$ cat src/rtl/prof_cnt_pkg.sv
package prof_cnt_pkg;
   localparam int NUM_CNT = 5;
   localparam int SEL_W   = 3;

   // Select codes: also the bit index in cnt_en / ovf_evt and the slot in cnt_val
   typedef enum logic [SEL_W-1:0] {
      CNT_CPI   = 3'd0,
      CNT_EXC   = 3'd1,
      CNT_SLEEP = 3'd2,
      CNT_LSU   = 3'd3,
      CNT_FOLD  = 3'd4
   } cnt_id_e;
endpackage

$ cat src/rtl/prof_cnt_qual.sv
module prof_cnt_qual
   import prof_cnt_pkg::*;
#(
   parameter int INC_W = 2
) (
   input  logic                               cpi_extra,
   input  logic                               fetch_stall,
   input  logic                               exc_cycle,
   input  logic                               sleep_cycle,
   input  logic                               lsu_extra,
   input  logic [INC_W-1:0]                   fold_num,
   output logic [NUM_CNT-1:0][INC_W-1:0]      inc_amt
);

   // Per-counter increment amount for this cycle; only the folded slot may exceed 1
   always_comb begin
      inc_amt            = '0;
      inc_amt[CNT_CPI]   = INC_W'(cpi_extra | fetch_stall);
      inc_amt[CNT_EXC]   = INC_W'(exc_cycle);
      inc_amt[CNT_SLEEP] = INC_W'(sleep_cycle);
      inc_amt[CNT_LSU]   = INC_W'(lsu_extra);
      inc_amt[CNT_FOLD]  = fold_num;
   end

endmodule

$ cat src/rtl/prof_cnt_slice.sv
module prof_cnt_slice #(
   parameter int CNT_W = 8,
   parameter int INC_W = 2
) (
   input  logic             clk,
   input  logic             rst_n,
   input  logic             en,
   input  logic [INC_W-1:0] inc,
   input  logic             wr_hit,
   input  logic [CNT_W-1:0] wr_data,
   output logic [CNT_W-1:0] val,
   output logic             evt
);

   localparam int SUM_W = CNT_W + 1;

   generate
      if (INC_W > CNT_W) begin : g_bad_inc
         $error("prof_cnt_slice: INC_W must not exceed CNT_W");
      end
   endgenerate

   logic             en_q;
   logic             en_rise;
   logic [SUM_W-1:0] sum;

   assign en_rise = en & ~en_q;
   assign sum     = {1'b0, val} + {{(SUM_W-INC_W){1'b0}}, inc};

   // Priority: enable rising edge clear, then software load, then counting
   always_ff @(posedge clk) begin
      if (!rst_n) begin
         en_q <= 1'b0;
         val  <= '0;
         evt  <= 1'b0;
      end else begin
         en_q <= en;
         evt  <= 1'b0;
         if (en_rise) begin
            val <= '0;
         end else if (wr_hit) begin
            val <= wr_data;
         end else if (en) begin
            val <= sum[CNT_W-1:0];
            evt <= sum[CNT_W];
         end
      end
   end

   AST_RISE_CLEARS: assert property (@(posedge clk) disable iff (!rst_n)
      (en && !en_q) |=> (val == '0 && !evt));

   AST_EVT_ON_WRAP: assert property (@(posedge clk) disable iff (!rst_n)
      evt |-> (val < $past(val)));

   AST_WRITE_LOADS: assert property (@(posedge clk) disable iff (!rst_n)
      (wr_hit && !(en && !en_q)) |=> (val == $past(wr_data) && !evt));

   AST_OFF_HOLDS: assert property (@(posedge clk) disable iff (!rst_n)
      (!en && !wr_hit) |=> ($stable(val) && !evt));

endmodule

$ cat src/rtl/prof_cnt_bank.sv
module prof_cnt_bank
   import prof_cnt_pkg::*;
#(
   parameter int CNT_W       = 8,
   parameter int FOLD_W      = 2,
   parameter bit IMPLEMENTED = 1'b1
) (
   input  logic                       clk,
   input  logic                       rst_n,
   input  logic [4:0]                 cnt_en,
   input  logic                       cpi_extra,
   input  logic                       fetch_stall,
   input  logic                       exc_cycle,
   input  logic                       sleep_cycle,
   input  logic                       lsu_extra,
   input  logic [FOLD_W-1:0]          fold_num,
   input  logic                       wr_en,
   input  logic [2:0]                 wr_sel,
   input  logic [CNT_W-1:0]           wr_data,
   output logic [5*CNT_W-1:0]         cnt_val,
   output logic [4:0]                 ovf_evt
);

   localparam int VAL_W = NUM_CNT * CNT_W;

   generate
      if (CNT_W < 2) begin : g_bad_w
         $error("prof_cnt_bank: CNT_W must be at least 2");
      end
      if (FOLD_W < 1 || FOLD_W > CNT_W) begin : g_bad_fold
         $error("prof_cnt_bank: FOLD_W must lie in 1..CNT_W");
      end
      if (VAL_W != $bits(cnt_val)) begin : g_bad_map
         $error("prof_cnt_bank: counter count does not match port width");
      end
   endgenerate

   generate
      if (IMPLEMENTED) begin : g_live
         logic [NUM_CNT-1:0][FOLD_W-1:0] inc_amt;
         logic [NUM_CNT-1:0]             wr_hit;

         prof_cnt_qual #(.INC_W(FOLD_W)) u_qual (
            .cpi_extra  (cpi_extra),
            .fetch_stall(fetch_stall),
            .exc_cycle  (exc_cycle),
            .sleep_cycle(sleep_cycle),
            .lsu_extra  (lsu_extra),
            .fold_num   (fold_num),
            .inc_amt    (inc_amt)
         );

         for (genvar k = 0; k < NUM_CNT; k++) begin : g_slot
            assign wr_hit[k] = wr_en && (wr_sel == SEL_W'(k));

            prof_cnt_slice #(.CNT_W(CNT_W), .INC_W(FOLD_W)) u_slice (
               .clk    (clk),
               .rst_n  (rst_n),
               .en     (cnt_en[k]),
               .inc    (inc_amt[k]),
               .wr_hit (wr_hit[k]),
               .wr_data(wr_data),
               .val    (cnt_val[k*CNT_W +: CNT_W]),
               .evt    (ovf_evt[k])
            );
         end

         AST_ONE_TARGET: assert property (@(posedge clk) disable iff (!rst_n)
            $onehot0(wr_hit));

         AST_BAD_SEL_IDLE: assert property (@(posedge clk) disable iff (!rst_n)
            (wr_en && wr_sel >= SEL_W'(NUM_CNT) && cnt_en == '0) |=> $stable(cnt_val));
      end else begin : g_absent
         assign cnt_val = '0;
         assign ovf_evt = '0;
      end
   endgenerate

endmodule

$ cat config.mk
export PLATFORM = sky130hd
export DESIGN_NAME = prof_cnt_bank
export DESIGN_NICKNAME = d
export VERILOG_FILES = /design/src/rtl/prof_cnt_pkg.sv /design/src/rtl/prof_cnt_qual.sv /design/src/rtl/prof_cnt_slice.sv /design/src/rtl/prof_cnt_bank.sv
export SDC_FILE = /design/constraint.sdc
export NUM_CORES = 1
export LEC_CHECK = 0
export ABC_AREA = 1
export BUFFER_PORTS_ARGS = -buffer_cell sky130_fd_sc_hd__buf_4
export CAP_MARGIN = 20
export CORE_MARGIN = 1
export CORE_UTILIZATION = 35
export CTS_CLUSTER_DIAMETER = 40
export CTS_CLUSTER_SIZE = 16
export DETAILED_ROUTE_END_ITERATION = 12
export GPL_TIMING_DRIVEN = 0
export MAX_ROUTING_LAYER = met4
export PLACE_DENSITY = 0.58
export SETUP_SLACK_MARGIN = 0.05
export SLEW_MARGIN = 20
export SYNTH_ARGS = -nofsm -noshare
export SYNTH_HDL_FRONTEND = slang
export SYNTH_HIERARCHICAL = 1
export SYNTH_SLANG_ARGS = --single-unit
$ cat constraint.sdc
create_clock -name clk -period 4.72 [get_ports clk]
set_input_delay 0.236 -clock clk [delete_from_list [all_inputs] [get_ports clk]]
set_output_delay 0.236 -clock clk [all_outputs]
set_load 0.05 [all_outputs]
==> flow_metrics.tcl, run 1 <==
set metrics [dict create \
    status "complete, no violations" \
    grt_pass1_vias 2957 \
    multiInputGateArea_sq_mm 0.00173 \
    antenna_left 0 \
    p_int_mw 0.618 \
    post_cts_resized 0 \
    grt_usage_pct 18.6 \
    critical_path_required_ns 4.93 \
    synthTopCellsByArea "dfxtp_1 31%, nand2_1 13%, inv_1 9.9%, nand3_1 8.7%, a21oi_1 5.5%" \
    die_area_sq_mm 0.00947 \
    yosysMostFrequentCell "nand2_1" \
    maxSlewViolCount 0 \
    drv_cap 0 \
    first_pass_iters 5 \
    drc 0 \
    path_clk_slew_ns 0.10 \
    cts_max_level 2 \
    cts_hold_buf 0 \
    post-route-util_pct 44.5 \
    cellLeakagePower_nw 1.85 \
    die_w_um 97.3 \
    final-seq-area_sq_mm 0.00100 \
    rows 34 \
    routed_wl_mm 8.17 \
    grt_max_degree 15 \
    start_util_pct 36.3 \
    grt_remaining_overflow 0 \
    setup_viol 0 \
    dr_total_vias 3080 \
    path_class "reg -> reg" \
    swShare_pct 31.3 \
    synth_seq_area_share_pct 31.5 \
    rsz0062_at_grt "false" \
    dp_hpwl_mm 6.14 \
    max_freq_mhz 578 \
    syn_area_per_cell_sq_um 6.88 \
    clk_latency_ns 0.30 \
    syn_area_sq_mm 0.00318 \
    r2r-start "g_live.g_slot[0].u_slice/val[0]" \
    cts-root-buf "clkbuf_8" \
    final_layout_size_suffix_gt1_share_pct 20.1 \
    seqPwrFrac_pct 49.9 \
    cp-start-kind "flop" \
    drtIter0Drc 118 \
    critPathMaxFanout 3 \
    fin_cells 646 \
    cp-startpoint "g_live.g_slot[0].u_slice/val[0]" \
    synth_seq_cells 50 \
    antenna_found_initial 0 \
    numCtsBuffers 5 \
    dieHeight_um 97.3 \
    max_stage_delay_ns 0.36 \
    path_cells "ha_1, inv_1, fa_1, inv_1, nand3_1, nor2_1, or2_0, nand3_1, nand2_1, inv_1" \
    min_from "cnt_en[3]" \
    cts_tree "yes" \
    synthTopCellsByCount "106 x nand2_1, 84 x inv_1, 55 x nand3_1" \
    portBuffers 65 \
    min_period_over_period_pct 36.6 \
    synthCells 462 \
    synth-edff-count 0 \
    synth_top_area_cell "dfxtp_1" \
    cts_sinks 50 \
    netlist.area_leader.share_pct 31.5 \
    hold_viol 0 \
    syn2layout_area_growth_pct 22.8 \
    finalClockSkew_ns 0.00336 \
    slowest_stage "dfxtp_1" \
    vdd_drop_max_mv 0.140 \
    period_minus_slack_ns 1.73 \
    dp_cells 638 \
    wl_per_cell_um 12.6 \
    yosysUniqueCellTypes 22 \
    vias_per_cell 4.77 \
    synthArstFlopShare_pct 0 \
    antenna_cells 0 \
    clockPowerShare_pct 29.5 \
    fin_area_sq_mm 0.00390 \
    grt_pass1_wl_mm 13.9 \
    fin_setup_tns_ns 0 \
    gp_congestion 0.817 \
    ys_warn_count 6 \
    placed_area_sq_mm 0.00381 \
    timing.hold.worst.class "in -> reg" \
    ys.flop_type "dfxtp_1" \
    dp_slack_ns 2.94 \
    timing.final.ws_setup_ns 2.99 \
    clockBufferDepth 2 \
    worstPathArrival_ns 1.94 \
    cpMostUsedCell "inv_1" \
    combPwrFrac_pct 20.5 \
    fin_nets 578 \
    final.fill_count 943 \
    cp-end-kind "flop" \
    core_area_sq_mm 0.00876 \
    boundaryPins 71 \
    cts_setup_buffers 0 \
    p_switching_mw 0.282 \
    powerDensity_mw_per_mm2 231 \
]
[cell families (layout without fill, tap and decap cells)]
logic type,after synthesis,in the layout,synth area share (%)
AO/OA/AOI/OAI,75,75,15.2
XOR/XNOR,10,10,2.76
adder cells (fa/ha/maj),15,15,7.09
buffers and inverters,104,177,14.5
flip-flops,50,50,31.5
other,1,4,0.118
AND/OR/NAND/NOR,207,207,28.9
[power by group through the flow]
stage,Combinational (mW),Sequential (mW),Clock (mW)
5_1_grt,0.205,0.452,0.295
3_5_place_dp,0.184,0.460,0
2_1_floorplan,0.0811,0.496,0
6_report,0.185,0.450,0.266
3_3_place_gp,0.183,0.460,0
4_1_cts,0.186,0.450,0.277
[layer usage]
metal	global-route usage (%)	share of wire, %	up-vias
met3	2.45	6.0	6
met5	-	0	-
met4	5.32	0.88	0
met1	24.1	47	1396
met2	30.6	46	73
li1	-	-	1605
[critical path, delay by kind of cell, from the launching register on]
family | cells | cell delay, ns
buffers and inverters | 3 | 0.16
adders and majority gates | 2 | 0.54
and+or+nand+nor | 5 | 0.59
DFF | 1 | 0.36
[path summary, 6_finish.rpt]
path                                     end  slack (ns)  cells after the start
max          g_live.g_slot[0].u_slice/val[6]        2.99                     10
min            g_live.g_slot[3].u_slice/en_q        0.19                      3
max reg2reg  g_live.g_slot[0].u_slice/val[6]        2.99                     10
min reg2reg     g_live.g_slot[2].u_slice/evt        0.51                      2
[sequential cells by signal, summed over array words and instances, names as in the netlist]
signal	count
g_live.g_slot.u_slice/val	40
g_live.g_slot.u_slice/evt	5
g_live.g_slot.u_slice/en_q	5
[layout by cell type (no fill, tap or decap), drive strengths merged]
master,instances
ha,10
nand2,112
xnor2,5
clkbuf,7
nand3,55
buf,79
inv,90
or2,5
o21ai,20
nor2,20
a22oi,20
fa,5
nor3,10
clkinv,1
dfxtp,50
nand3b,5
a21oi,35
conb,4
xor2,5
[per-stage QoR]
stage               hold slack (ns)  power [mW]
floorplan                     0.347       0.577
global placement              0.498       0.643
detailed placement            0.500       0.644
CTS                           0.180       0.913
global route                  0.205       0.953
finish                        0.193       0.901
[area by class of cell]
cell class / count / area share (%)
Sequential cell: 50 / 25.6
Timing Repair Buffer: 65 / 12.5
Clock buffer: 7 / 2.21
Buffer: 14 / 3.17
Tap cell: 108 / 3.46
Multi-Input combinational cell: 311 / 44.2
Inverter: 90 / 8.65
Clock inverter: 1 / 0.128
(Power assumes the default switching activity.)
==> run 2, diff against run 1 <==
==> constraint.sdc (replaced) <==
create_clock -name clk -period 1.6 [get_ports clk]
set_input_delay 0.08 -clock clk [delete_from_list [all_inputs] [get_ports clk]]
set_output_delay 0.08 -clock clk [all_outputs]
set_load 0.05 [all_outputs]
==> run 2 against run 1 <==
  * Wire length up 3.0%
  * Worst hold slack worse by 0.17 ns
  * Sequential share of layout area down 0.77 points
  * Worst setup slack worse by 2.9 ns
  * Core utilization up 3.1 points
  * Sequential power rose to 3.0 times the previous value
==> flow_metrics.tcl, run 2 (synthesized netlist as in run 1, its figures left out) <==
set metrics [dict create \
    largest_reg_flops 40 \
    rows 34 \
    final_layout_size_suffix_gt1_share_pct 28.4 \
    dr_total_vias 3157 \
    total_power_mw 2.83 \
    numCtsBuffers 5 \
    p_switching_mw 0.874 \
    cp-end-kind "flop" \
    path_clk_slew_ns 0.10 \
    clockPowerShare_pct 32.8 \
    crit_family "adder cells" \
    clockBufferDepth 2 \
    max_freq_mhz 653 \
    finalClockSkew_ns 0.0109 \
    maxSlewViolCount 0 \
    drv_cap 0 \
    combPwrFrac_pct 20.3 \
    vias_per_cell 4.85 \
    cts_tree "yes" \
    powerDensity_mw_per_mm2 677 \
    swShare_pct 30.9 \
    hold_viol 0 \
    cts-root-buf "clkbuf_8" \
    die_area_sq_mm 0.00947 \
    path_cells "ha_4, inv_2, fa_2, inv_2, nand3_4, nor2_4, or2_0, nand3_1, nand2_1, inv_1" \
    largestRegisters "g_live.g_slot.u_slice/val: 40 flops, g_live.g_slot.u_slice/en_q: 5 flops, g_live.g_slot.u_slice/evt: 5 flops" \
    period_minus_slack_ns 1.53 \
    drtIter0Drc 134 \
    die_w_um 97.3 \
    clk_latency_ns 0.31 \
    fin_area_sq_mm 0.00418 \
    cts_max_level 2 \
    drc 0 \
    path_class "reg -> reg" \
    syn2layout_area_growth_pct 31.4 \
    min_period_over_period_pct 95.8 \
    antenna_found_initial 0 \
    mostFrequentLayoutCell "nand2_1" \
    hold_ws_ns 0.0253 \
    critPathMaxFanout 3 \
    cp-start-kind "flop" \
    cts_sinks 50 \
    antenna_left 0 \
    setup_viol 0 \
    worstPathArrival_ns 1.75 \
    status "complete, no violations" \
    regMostFlops "g_live.g_slot.u_slice/val" \
    wl_per_cell_um 12.9 \
    grt_max_degree 17 \
    dp_hpwl_mm 6.28 \
    placed_area_sq_mm 0.00396 \
    routed_wl_mm 8.41 \
    max_stage_delay_ns 0.38 \
    timing.final.ws_setup_ns 0.0675 \
    fin_nets 583 \
    dieHeight_um 97.3 \
    layout_common_cells "106 x nand2_1, 79 x buf_4, 74 x inv_1" \
    dp_cells 638 \
    gp_congestion 0.829 \
    vdd_drop_max_mv 0.382 \
    grt_pass1_wl_mm 13.8 \
    dp_slack_ns 0.0270 \
    antenna_cells 0 \
    path_buf_inv 3 \
    start_util_pct 36.3 \
    timing.hold.worst.class "in -> reg" \
    critical_path_required_ns 1.82 \
    slowest_stage "dfxtp_4" \
    rsz0062_at_grt "true" \
    grt_remaining_overflow 0 \
    portBuffers 65 \
    boundaryPins 71 \
    first_pass_iters 4 \
    grt_usage_pct 18.6 \
    core_area_sq_mm 0.00876 \
    seqPwrFrac_pct 47.0 \
    cpMostUsedCell "inv_2" \
    cellLeakagePower_nw 1.87 \
    post-route-util_pct 47.6 \
    p_int_mw 1.95 \
    fin_setup_tns_ns 0 \
    fin_cells 651 \
    grt_pass1_vias 2898 \
]
-- run 2: power by group through the flow --
stage / sequential (mW) / combinational [mW] / clock [mW]
detailed placement: 1.36 / 0.559 / 0
global route: 1.34 / 0.629 / 1.01
global placement: 1.35 / 0.555 / 0
CTS: 1.33 / 0.561 / 0.962
finish: 1.33 / 0.572 / 0.926
floorplan: 1.46 / 0.253 / 0
-- run 2: final cells by class --
| cell class | count | area [sq um] |
|---|---|---|
| buffer | 14 | 124 |
| clock buffer | 5 | 68.8 |
| clock inverter | 3 | 43.8 |
| fill | 937 | 4590 |
| inverter | 90 | 338 |
| multi-input combinational | 311 | 1900 |
| sequential | 50 | 1040 |
| tap | 108 | 135 |
| timing repair buffer | 70 | 526 |
-- run 2: worst paths after layout --
kind                                                       from                         endpoint  slack, ns  cells past startpoint
worst max register to register  g_live.g_slot[2].u_slice/val[0]  g_live.g_slot[2].u_slice/val[6]       0.07                     10
worst min-delay path                                  cnt_en[1]    g_live.g_slot[1].u_slice/en_q       0.03                      3
worst max-delay path            g_live.g_slot[2].u_slice/val[0]  g_live.g_slot[2].u_slice/val[6]       0.07                     10
worst min register to register    g_live.g_slot[2].u_slice/en_q     g_live.g_slot[2].u_slice/evt       0.51                      2
-- run 2: metal layers --
layer,GRT usage (%),wire length [um],vias to the layer above
li1,-,-,1621
met1,23.9,3910,1445
met2,29.8,3930,83
met3,3.09,438,8
met4,6.00,126,0
met5,-,0,-
-- run 2: timing repair --
item | 4_1_cts | 5_1_grt
buffers inserted | 0 | 5
hold buffers | 0 | 0
setup endpoints to repair | 5 | 8
resized for setup | 2 | 13
pin swaps | 5 | 9
-- run 2: worst reg2reg max path, delay by kind of cell, from the launching register on --
kind,cells,cell delay (ns)
and+or+nand+nor,5,0.44
DFF,1,0.38
adders and majority gates,2,0.46
buffers and inverters,3,0.15
